**config.mk**
```make
export PLATFORM = sky130hd
export DESIGN_NAME = rx_ring_writer
export DESIGN_NICKNAME = d
export VERILOG_FILES = /design/src/rtl/rxb_pkg.sv /design/src/rtl/rxb_space_guard.sv /design/src/rtl/rxb_pkt_counter.sv /design/src/rtl/rxb_frame_ctrl.sv /design/src/rtl/rx_ring_writer.sv
export SDC_FILE = /design/constraint.sdc
export NUM_CORES = 1
export LEC_CHECK = 0
export BUFFER_PORTS_ARGS = -buffer_cell sky130_fd_sc_hd__buf_4
export CAP_MARGIN = 20
export CORE_AREA = 2 2 217 133
export DETAILED_ROUTE_END_ITERATION = 6
export DIE_AREA = 0 0 219 135
export PLACE_DENSITY = 0.85
export SLEW_MARGIN = 20
export SYNTH_ARGS = -nofsm -noshare
export SYNTH_HDL_FRONTEND = slang
export SYNTH_SLANG_ARGS = --single-unit
```
**constraint.sdc**
```tcl
create_clock -name clk -period 9.9 [get_ports clk]
set_input_delay 0.99 -clock clk [delete_from_list [all_inputs] [get_ports clk]]
set_output_delay 0.99 -clock clk [all_outputs]
set_load 0.02 [all_outputs]
```
**src/rtl/rxb_pkg.sv**
```systemverilog
package rxb_pkg;
  localparam int AW        = 13;
  localparam int HDR_BYTES = 6;
  localparam int STAT_W    = 32;
  localparam int BCNT_W    = 16;

  typedef logic [AW-1:0] addr_t;
  typedef logic [AW:0]   span_t;

  typedef enum logic [1:0] {
    ST_IDLE,
    ST_DATA,
    ST_DROP,
    ST_HDR
  } rxb_state_e;

  // number of bytes in the ring [lo, hi]
  function automatic span_t ring_size(addr_t lo, addr_t hi);
    return span_t'(hi) - span_t'(lo) + span_t'(1);
  endfunction

  // advance a by n positions inside the ring, wrapping at hi
  function automatic addr_t ring_add(addr_t a, span_t n, addr_t lo, addr_t hi);
    span_t sz;
    span_t o;
    sz = ring_size(lo, hi);
    o  = span_t'(a) - span_t'(lo) + n;
    if (o >= sz) o = o - sz;
    return lo + addr_t'(o);
  endfunction

  // positions from 'from' up to (not including) 'to', walking forward
  function automatic span_t ring_gap(addr_t from, addr_t to, addr_t lo, addr_t hi);
    span_t sz;
    span_t of;
    span_t ot;
    sz = ring_size(lo, hi);
    of = span_t'(from) - span_t'(lo);
    ot = span_t'(to) - span_t'(lo);
    if (ot >= of) return ot - of;
    return ot + sz - of;
  endfunction

  // round an offset up to the next even value
  function automatic span_t even_up(span_t v);
    return v + span_t'(v[0]);
  endfunction
endpackage

```
**src/rtl/rxb_space_guard.sv**
```systemverilog
module rxb_space_guard
  import rxb_pkg::*;
(
  input  addr_t cfg_start,
  input  addr_t cfg_end,
  input  addr_t host_rdptr,
  input  addr_t base_i,
  input  span_t off_i,
  output span_t space_o,
  output logic  data_fit_o,
  output logic  close_fit_o
);
  span_t space_w;
  span_t need_w;

  always_comb begin
    space_w     = ring_gap(base_i, host_rdptr, cfg_start, cfg_end);
    need_w      = even_up(off_i);
    data_fit_o  = off_i < space_w;
    close_fit_o = need_w <= space_w;
    space_o     = space_w;
  end
endmodule

```
**src/rtl/rxb_pkt_counter.sv**
```systemverilog
module rxb_pkt_counter #(
  parameter int CNT_W = 8
) (
  input  logic             clk,
  input  logic             rst_n,
  input  logic             inc_i,
  input  logic             dec_i,
  output logic [CNT_W-1:0] cnt_o,
  output logic             pending_o
);
  localparam logic [CNT_W-1:0] CNT_MAX = '1;

  logic [CNT_W-1:0] cnt_q;
  logic             at_max;
  logic             at_zero;

  assign at_max  = cnt_q == CNT_MAX;
  assign at_zero = cnt_q == '0;

  always_ff @(posedge clk or negedge rst_n) begin
    if (!rst_n) begin
      cnt_q <= '0;
    end else if (inc_i && !dec_i) begin
      if (!at_max) cnt_q <= cnt_q + 1'b1;
    end else if (dec_i && !inc_i) begin
      if (!at_zero) cnt_q <= cnt_q - 1'b1;
    end
  end

  assign cnt_o     = cnt_q;
  assign pending_o = !at_zero;

  AST_CNT_SATURATE: assert property (@(posedge clk) disable iff (!rst_n)
    (cnt_o == CNT_MAX && !dec_i) |=> cnt_o == CNT_MAX);
  AST_CNT_DECREMENT: assert property (@(posedge clk) disable iff (!rst_n)
    (dec_i && !inc_i && cnt_o != '0) |=> cnt_o == CNT_W'($past(cnt_o) - 1'b1));
  AST_CNT_BOTH_HOLD: assert property (@(posedge clk) disable iff (!rst_n)
    (dec_i && inc_i) |=> $stable(cnt_o));
endmodule

```
**src/rtl/rxb_frame_ctrl.sv**
```systemverilog
module rxb_frame_ctrl
  import rxb_pkg::*;
(
  input  logic        clk,
  input  logic        rst_n,
  input  addr_t       cfg_start,
  input  addr_t       cfg_end,
  input  addr_t       host_rdptr,
  input  logic        rx_sof,
  input  logic        rx_valid,
  input  logic [7:0]  rx_data,
  input  logic        rx_eof,
  input  logic [STAT_W-1:0] rx_status,
  input  logic        data_fit_i,
  input  logic        close_fit_i,
  output addr_t       base_o,
  output span_t       off_o,
  output logic        commit_o,
  output logic        mem_we,
  output addr_t       mem_addr,
  output logic [7:0]  mem_wdata,
  output logic        rx_err
);
  localparam int    LINK_PAD = BCNT_W - AW;
  localparam span_t HDR_SPAN = span_t'(HDR_BYTES);
  localparam logic [2:0] HDR_LAST = 3'(HDR_BYTES - 1);

  rxb_state_e   state_q;
  logic         have_ptr_q;
  addr_t        wr_q;
  addr_t        data_addr_q;
  span_t        off_q;
  addr_t        link_q;
  logic [STAT_W-1:0] stat_q;
  logic [2:0]   hidx_q;
  logic         we_q;
  addr_t        addr_q;
  logic [7:0]   wdata_q;
  logic         err_q;

  // named events for checking
  addr_t        base_w;
  logic         byte_take;
  logic         byte_abort;
  logic         close_ok;
  logic         close_abort;
  logic         abort_evt;
  logic         commit_evt;
  addr_t        link_w;
  logic [BCNT_W-1:0] bcnt_w;
  logic [BCNT_W-1:0] link16;
  logic [7:0]   hdr_byte;
  addr_t        hdr_addr;

  assign base_w      = have_ptr_q ? wr_q : cfg_start;
  assign byte_take   = (state_q == ST_DATA) && !rx_eof && rx_valid && data_fit_i;
  assign byte_abort  = (state_q == ST_DATA) && !rx_eof && rx_valid && !data_fit_i;
  assign close_ok    = (state_q == ST_DATA) && rx_eof && close_fit_i;
  assign close_abort = (state_q == ST_DATA) && rx_eof && !close_fit_i;
  assign abort_evt   = byte_abort || close_abort;
  assign commit_evt  = (state_q == ST_HDR) && (hidx_q == HDR_LAST);

  always_comb begin
    link_w   = data_addr_q[0] ? ring_add(data_addr_q, span_t'(1), cfg_start, cfg_end)
                              : data_addr_q;
    bcnt_w   = BCNT_W'({{(BCNT_W-AW-1){1'b0}}, off_q} - BCNT_W'(HDR_BYTES));
    link16   = {{LINK_PAD{1'b0}}, link_q};
    hdr_addr = ring_add(base_w, span_t'(hidx_q), cfg_start, cfg_end);
    case (hidx_q)
      3'd0:    hdr_byte = link16[7:0];
      3'd1:    hdr_byte = link16[15:8];
      3'd2:    hdr_byte = stat_q[7:0];
      3'd3:    hdr_byte = stat_q[15:8];
      3'd4:    hdr_byte = stat_q[23:16];
      default: hdr_byte = stat_q[31:24];
    endcase
  end

  always_ff @(posedge clk or negedge rst_n) begin
    if (!rst_n) begin
      state_q     <= ST_IDLE;
      have_ptr_q  <= 1'b0;
      wr_q        <= '0;
      data_addr_q <= '0;
      off_q       <= '0;
      link_q      <= '0;
      stat_q      <= '0;
      hidx_q      <= '0;
      we_q        <= 1'b0;
      addr_q      <= '0;
      wdata_q     <= '0;
      err_q       <= 1'b0;
    end else begin
      we_q  <= 1'b0;
      err_q <= 1'b0;
      case (state_q)
        ST_IDLE: begin
          if (rx_sof) begin
            data_addr_q <= ring_add(base_w, HDR_SPAN, cfg_start, cfg_end);
            off_q       <= HDR_SPAN;
            state_q     <= ST_DATA;
          end
        end
        ST_DATA: begin
          if (close_ok) begin
            link_q  <= link_w;
            stat_q  <= {1'b0, rx_status[30:16], bcnt_w};
            hidx_q  <= '0;
            state_q <= ST_HDR;
          end else if (close_abort) begin
            err_q   <= 1'b1;
            state_q <= ST_IDLE;
          end else if (byte_take) begin
            we_q        <= 1'b1;
            addr_q      <= data_addr_q;
            wdata_q     <= rx_data;
            data_addr_q <= ring_add(data_addr_q, span_t'(1), cfg_start, cfg_end);
            off_q       <= off_q + span_t'(1);
          end else if (byte_abort) begin
            err_q   <= 1'b1;
            state_q <= ST_DROP;
          end
        end
        ST_DROP: begin
          if (rx_eof) state_q <= ST_IDLE;
        end
        default: begin
          we_q    <= 1'b1;
          addr_q  <= hdr_addr;
          wdata_q <= hdr_byte;
          hidx_q  <= hidx_q + 3'd1;
          if (commit_evt) begin
            wr_q       <= link_q;
            have_ptr_q <= 1'b1;
            state_q    <= ST_IDLE;
          end
        end
      endcase
    end
  end

  assign base_o    = base_w;
  assign off_o     = off_q;
  assign commit_o  = commit_evt;
  assign mem_we    = we_q;
  assign mem_addr  = addr_q;
  assign mem_wdata = wdata_q;
  assign rx_err    = err_q;

  AST_NO_RDPTR_HIT: assert property (@(posedge clk) disable iff (!rst_n)
    mem_we |-> mem_addr != $past(host_rdptr));
  AST_ADDR_IN_RING: assert property (@(posedge clk) disable iff (!rst_n)
    mem_we |-> (mem_addr >= cfg_start && mem_addr <= cfg_end));
  AST_LINK_EVEN: assert property (@(posedge clk) disable iff (!rst_n)
    (commit_evt && !cfg_start[0]) |=> !base_o[0]);
  AST_ABORT_QUIET: assert property (@(posedge clk) disable iff (!rst_n)
    abort_evt |=> (!mem_we && rx_err));
  AST_ERR_PULSE: assert property (@(posedge clk) disable iff (!rst_n)
    rx_err |=> !rx_err);
  AST_PTR_HOLD: assert property (@(posedge clk) disable iff (!rst_n)
    (have_ptr_q && !commit_evt) |=> $stable(base_o));
  AST_IDLE_NO_WRITE: assert property (@(posedge clk) disable iff (!rst_n)
    (state_q == ST_IDLE || state_q == ST_DROP) |=> !mem_we);
endmodule

```
**src/rtl/rx_ring_writer.sv**
```systemverilog
module rx_ring_writer #(
  parameter int CNT_W = 8
) (
  input  logic        clk,
  input  logic        rst_n,
  input  logic [12:0] cfg_start,
  input  logic [12:0] cfg_end,
  input  logic [12:0] host_rdptr,
  input  logic        rx_sof,
  input  logic        rx_valid,
  input  logic [7:0]  rx_data,
  input  logic        rx_eof,
  input  logic [31:0] rx_status,
  input  logic        host_dec,
  output logic        mem_we,
  output logic [12:0] mem_addr,
  output logic [7:0]  mem_wdata,
  output logic [CNT_W-1:0] pkt_count,
  output logic        pkt_pending,
  output logic        rx_err,
  output logic [12:0] wr_ptr
);
  import rxb_pkg::*;

  addr_t base_w;
  span_t off_w;
  span_t space_w;
  logic  data_fit_w;
  logic  close_fit_w;
  logic  commit_w;

  rxb_space_guard u_guard (
    .cfg_start  (cfg_start),
    .cfg_end    (cfg_end),
    .host_rdptr (host_rdptr),
    .base_i     (base_w),
    .off_i      (off_w),
    .space_o    (space_w),
    .data_fit_o (data_fit_w),
    .close_fit_o(close_fit_w)
  );

  rxb_frame_ctrl u_ctrl (
    .clk        (clk),
    .rst_n      (rst_n),
    .cfg_start  (cfg_start),
    .cfg_end    (cfg_end),
    .host_rdptr (host_rdptr),
    .rx_sof     (rx_sof),
    .rx_valid   (rx_valid),
    .rx_data    (rx_data),
    .rx_eof     (rx_eof),
    .rx_status  (rx_status),
    .data_fit_i (data_fit_w),
    .close_fit_i(close_fit_w),
    .base_o     (base_w),
    .off_o      (off_w),
    .commit_o   (commit_w),
    .mem_we     (mem_we),
    .mem_addr   (mem_addr),
    .mem_wdata  (mem_wdata),
    .rx_err     (rx_err)
  );

  rxb_pkt_counter #(.CNT_W(CNT_W)) u_cnt (
    .clk      (clk),
    .rst_n    (rst_n),
    .inc_i    (commit_w),
    .dec_i    (host_dec),
    .cnt_o    (pkt_count),
    .pending_o(pkt_pending)
  );

  assign wr_ptr = base_w;

  AST_COMMIT_NEEDS_SPACE: assert property (@(posedge clk) disable iff (!rst_n)
    commit_w |-> space_w >= span_t'(HDR_BYTES));
endmodule

```
==> results of run 1 <==
==> worst paths after layout <==
check | end | slack [ps] | startpoint
max reg2reg | u_ctrl.mem_addr[12] | 1080 | u_ctrl.have_ptr_q
max in group asynchronous | u_ctrl.off_o[5] | 7920 | rst_n
min reg2reg | u_ctrl.stat_q[3] | 510 | u_ctrl.stat_q[3]
min in group asynchronous | u_cnt.cnt_o[4] | 650 | rst_n
min | u_ctrl.stat_q[3] | 510 | u_ctrl.stat_q[3]
max | u_ctrl.data_addr_q[2] | 930 | cfg_start[5]
==> per-layer routing <==
| metal | global-route usage | share of wire | vias to the layer above |
|---|---|---|---|
| met5 | 0 | 0 | - |
| met4 | 0.0957 | 0.027 | 0 |
| met3 | 0.0572 | 0.11 | 108 |
| met2 | 0.482 | 0.41 | 826 |
| met1 | 0.488 | 0.45 | 7093 |
| li1 | - | - | 6732 |
==> flip-flops by register name, summed over array words and instances, names as in the netlist <==
signal and flops:
u_ctrl.stat_q 30, u_ctrl.off_o 14, u_ctrl.data_addr_q 13, u_ctrl.link_q 13
u_ctrl.mem_addr 13, u_ctrl.wr_q 13, u_cnt.cnt_o 8, u_ctrl.mem_wdata 8
u_ctrl.hidx_q 3, u_ctrl.state_q 2, u_ctrl.have_ptr_q 1, u_ctrl.mem_we 1
u_ctrl.rx_err 1
==> cell type report <==
cell class	count	area (um^2)	share of cell area
Tap cell	367	459	0.0270
Timing Repair Buffer	128	961	0.0565
Sequential cell	120	3000	0.177
Inverter	141	532	0.0313
Clock inverter	14	126	0.00743
Multi-Input combinational cell	1521	11500	0.675
Clock buffer	18	439	0.0258
==> layout by cell type (no fill, tap or decap), types with 6 or more instances in the layout <==
cell         n
ha_1       228
nand2_1    169
nor2_1     166
inv_1      140
a21oi_1    132
buf_4      128
xnor2_1    125
dfrtp_1    120
o21ai_0    106
nor3_1      43
xor2_1      38
mux2_4      38
a21o_1      37
nand3_1     35
nor2b_1     29
nand4_1     29
fa_1        26
mux2_2      25
a31oi_1     21
nand2b_1    18
or3_1       18
clkbuf_16   17
a211oi_1    16
o21a_1      16
o211ai_1    16
o21bai_1    15
o21ai_1     12
a21boi_0    11
o41ai_1     11
nor4_1      10
and3_1      10
a22oi_1     10
or2_2        8
mux2i_1      8
and2_1       6
o31a_1       6
==> cells by family (layout without fill, tap and decap cells) <==
family          Yosys count  in the layout  share of synthesized area
compound gates          469            469                      0.199
xor+xnor                164            164                     0.0953
fa+ha+maj               254            254                      0.221
buf+inv                 198            301                     0.0547
flops                   120            120                      0.197
mux                      72             72                     0.0618
simple gates            562            562                      0.171
==> critical path: cells and delay by family <==
kind            cells  cell delay [ps]
compound gates      8             2830
xor+xnor            2              580
fa+ha+maj           4             1710
buf+inv             4              880
simple gates       11             2320
==> per-stage QoR <==
stage | util | setup WS, ps | cell area (um^2) | instances
detailed placement | 0.600 | 861 | 16400 | 2277
CTS | 0.620 | 1270 | 17000 | 2309
global route | 0.621 | 340 | 17000 | 2309
global placement | 0.600 | 1060 | 16400 | 2277
floorplan | - | 1940 | 15300 | 1839
finish | 0.621 | 928 | 17000 | 2309
==> results.ini, run 1 <==
[run_status]
status = finished, final reports clean

[routing]
drc = 0
dr_total_vias = 14800
avgViaCountPerCell = 6.39
first_pass_iters = 6
drt_iter0_markers = 1854
wl_um = 48300
final_antenna_net_count = 0
routedWlPerCell_um = 20.9

[critical_path]
cp.arrival_ps = 9310
critPathLaunchType = primary input
worstPathRequired_ps = 10240
endpoint_kind = register
cpPeakStageDelay_ps = 710
crit_type = primary input to register
crit_top_cell = o21ai_0
critical_path_peak_fanout = 22
r2r_cells = 33
slowest_stage = o21ai_0

[clock_tree]
post_cts_buffers = 0
cts_resized = 0
cts_sinks = 120
cts-root-buf = clkbuf_16
numCtsBuffers = 17
cts_tree = yes
hold_buffers = 0
path_clk_slew_ps = 60
htree_levels = 4
clk-insertion-delay-late_ps = 430
cts_max_path_buffers = 2

[min_path]
min_path_cells = 1
hold_class = register to register

[finish]
area_growth_pct = 11.3
antenna_cells = 0
fillers = 2291
nets = 2268
layout-drive-gt1-share = 0.134

[sta]
period_minus_slack_ps = 8970
skew_ps = 16.4
rsz0062_at_grt = false
final-hold-violation-count = 0
setup_viol = 0
tightest_slew_ps = 1070
maxSlewHeadroom = 0.285
setup_tns_ps = 0
post-route-period-util = 0.906
max_freq_mhz = 111
drv_slew = 0
whs_ps = 512

[place]
port_buffers = 112
dp_hpwl_um = 38800
gp_congestion = 0.967

[synth]
ys_ff_latch = 120
yosysTopAreaCell = dfrtp_1
yosysUniqueCellTypes = 87
synth_ff_type = dfrtp_1
synth_warnings = 0
syn-num-nets = 2178
synthCells = 1839
synth_common_cells = ha_1, nand2_1, nor2_1
synth.area.top_cells = dfrtp_1, ha_1, xnor2_1
syn_avg_cell_area_um2 = 8.31
synth_edf_count = 0
synthArstFlopShare = 1.00
synth_top_area_share = 0.197
synth_most_common_cell = ha_1
seq_area_frac_synth = 0.197
synth_area_mm2 = 0.0153

[global_route]
grt_start_max_net_pins = 64
overflow = 0
grtUsageTotal = 0.328
antenna_found_initial = 0
grt_pass1_wl_um = 74600
grt_pass1_vias = 13800

[floorplanning]
die_w_um = 219
start_util = 0.557
num_io_pins = 130
die_h_um = 135
die_area_mm2 = 0.0296
core.rowCount = 47
coreArea_mm2 = 0.0274

[job]
drv_cap = 0

Power of run 1 is not shown: default switching activity piles up to over one toggle a cycle in this logic, so the estimate is an artifact.
==> run 2: changes to the inputs <==
--- a/config.mk
+++ b/config.mk
@@ -11,6 +11,7 @@
 export DETAILED_ROUTE_END_ITERATION = 6
 export DIE_AREA = 0 0 219 135
 export PLACE_DENSITY = 0.85
+export RECOVER_POWER = 100
 export SLEW_MARGIN = 20
 export SYNTH_ARGS = -nofsm -noshare
 export SYNTH_HDL_FRONTEND = slang
==> results.ini, run 2 (synthesized netlist as in run 1, its figures left out) <==
[routing]
met1Wirelength_um = 21500  ; was 21600 um
routedWlPerCell_um = 21.0  ; was 20.9 um
dr_wl_met2_um = 20000  ; was 19900 um
first_pass_iters = 5  ; was 6
wl_um = 48400  ; was 48300 um
highest-signal-layer = met5  ; was met4
avgViaCountPerCell = 6.35  ; was 6.39
drt_iter0_markers = 1715  ; was 1854
dr_wl_met3_um = 5590  ; was 5450 um
final_antenna_net_count = 0  ; unchanged
drc = 0  ; unchanged
dr_total_vias = 14700  ; was 14800

[critical_path]
endpoint_kind = register  ; unchanged
rr_startpoint = u_ctrl.have_ptr_q  ; unchanged
critical_path_peak_fanout = 22  ; unchanged
r2r_cells = 27  ; was 33
critPathLaunchType = primary input  ; unchanged
r2r_slack_ps = 750  ; was 1080 ps
worstPathRequired_ps = 10180  ; was 10240 ps
cp.arrival_ps = 9750  ; was 9310 ps
crit_type = primary input to register  ; unchanged
slowest_stage = a211oi_1  ; was o21ai_0
cpPeakStageDelay_ps = 960  ; was 710 ps
r2r_end = u_ctrl.data_addr_q[4]  ; was u_ctrl.mem_addr[12]

[place]
port_buffers = 112  ; unchanged
placed_cell_area_mm2 = 0.0164  ; unchanged
gp_congestion = 0.967  ; unchanged
dp_hpwl_um = 38800  ; unchanged

[clock_tree]
cts_resized = 0  ; unchanged
cts_sinks = 120  ; unchanged
cts_max_path_buffers = 2  ; unchanged
htree_levels = 4  ; unchanged
hold_buffers = 0  ; unchanged
path_clk_slew_ps = 60  ; about the same
post_cts_buffers = 0  ; unchanged
cts_tree = yes  ; unchanged
cts-root-buf = clkbuf_16  ; unchanged
clk-insertion-delay-late_ps = 430  ; about the same
numCtsBuffers = 17  ; unchanged

[sta]
tightest_slew_ps = 3380  ; was 1070 ps
rsz0062_at_grt = false  ; unchanged
setup_tns_ps = 0  ; unchanged
max_freq_mhz = 106  ; was 111 MHz
setup_viol = 0  ; unchanged
skew_ps = 17.5  ; was 16.4 ps
final-hold-violation-count = 0  ; unchanged
post-route-period-util = 0.956  ; was 0.906
maxSlewHeadroom = -1.25  ; was 0.285
drv_slew = 149  ; was 0
period_minus_slack_ps = 9470  ; was 8970 ps

[floorplanning]
die_h_um = 135  ; unchanged
coreArea_mm2 = 0.0274  ; unchanged
die_area_mm2 = 0.0296  ; unchanged
num_io_pins = 130  ; unchanged
start_util = 0.557  ; unchanged
die_w_um = 219  ; unchanged
core.rowCount = 47  ; unchanged

[global_route]
grtUsageTotal = 0.328  ; unchanged
overflow = 0  ; unchanged
grt_start_max_net_pins = 64  ; unchanged
grt_pass1_vias = 13800  ; unchanged
antenna_found_initial = 1  ; was 0
grt_pass1_wl_um = 74600  ; unchanged

[min_path]
min_path_cells = 1  ; unchanged
min_from = u_ctrl.stat_q[24]  ; was u_ctrl.stat_q[3]
hold_class = register to register  ; unchanged
min_to = u_ctrl.stat_q[24]  ; was u_ctrl.stat_q[3]

[finish]
area_growth_pct = 8.94  ; was 11.3%
final-seq-area_mm2 = 0.00300  ; unchanged
mostFrequentLayoutCells = ha_1, nand2_1, nor2_1, inv_1, a21oi_1  ; unchanged
largest_register_ffs = 30  ; unchanged
nets = 2268  ; unchanged
largest_register = u_ctrl.stat_q  ; unchanged
layout-drive-gt1-share = 0.0850  ; was 0.134
fillers = 2398  ; was 2291
final_common_cell = ha_1  ; unchanged
multi_input_area_mm2 = 0.0113  ; was 0.0115 mm^2
finish.instance_area_mm2 = 0.0166  ; was 0.0170 mm^2

[run_status]
status = finished with violations  ; was finished, final reports clean
violations = capacitance limit, slew limit

[job]
drv_cap = 3  ; was 0

## run 2: worst max-delay path by stage
stage | slack [ps] | start | end | depth (start not counted)
2_1_floorplan | 1940 | cfg_start[2] | u_ctrl.data_addr_q[12] | 30
3_3_place_gp | 1060 | cfg_start[3] | u_ctrl.data_addr_q[12] | 30
3_5_place_dp | 860 | cfg_start[3] | u_ctrl.data_addr_q[12] | 30
4_1_cts | 1270 | cfg_start[3] | u_ctrl.data_addr_q[12] | 30
5_1_grt | 230 | cfg_start[5] | u_ctrl.data_addr_q[6] | 29
6_report | 430 | cfg_start[5] | u_ctrl.data_addr_q[4] | 29
## run 2: layout make-up
class                           instances  area share
Multi-Input combinational cell       1521       0.680
Sequential cell                       120       0.180
Timing Repair Buffer                  128      0.0463
Inverter                              141      0.0320
Tap cell                              367      0.0276
Clock buffer                           18      0.0264
Clock inverter                         14     0.00759
Antenna cell                            1    0.000150
## run 2: routing by layer
layer | up-vias | global-route usage
met2 | 855 | 0.482
li1 | 6732 | -
met5 | - | 0
met4 | 2 | 0.0957
met3 | 95 | 0.0572
met1 | 6989 | 0.488
## run 2: through the flow
stage / instances / hold slack [ps] / util / setup WS [ps]
after floorplan: 1839 / 446 / - / 1940
after detailed placement: 2277 / 490 / 0.600 / 861
after global routing: 2309 / 507 / 0.607 / 234
after global placement: 2277 / 473 / 0.600 / 1060
after CTS: 2309 / 512 / 0.620 / 1270
final: 2310 / 486 / 0.607 / 435
## run 2: critical path: cells and delay by family
kind | cells | cell delay, ps
compound gates | 7 | 3250
fa+ha+maj | 4 | 1580
simple gates | 11 | 2220
buf+inv | 5 | 1140
xor+xnor | 2 | 580
Power of run 2 is left out for the same reason.
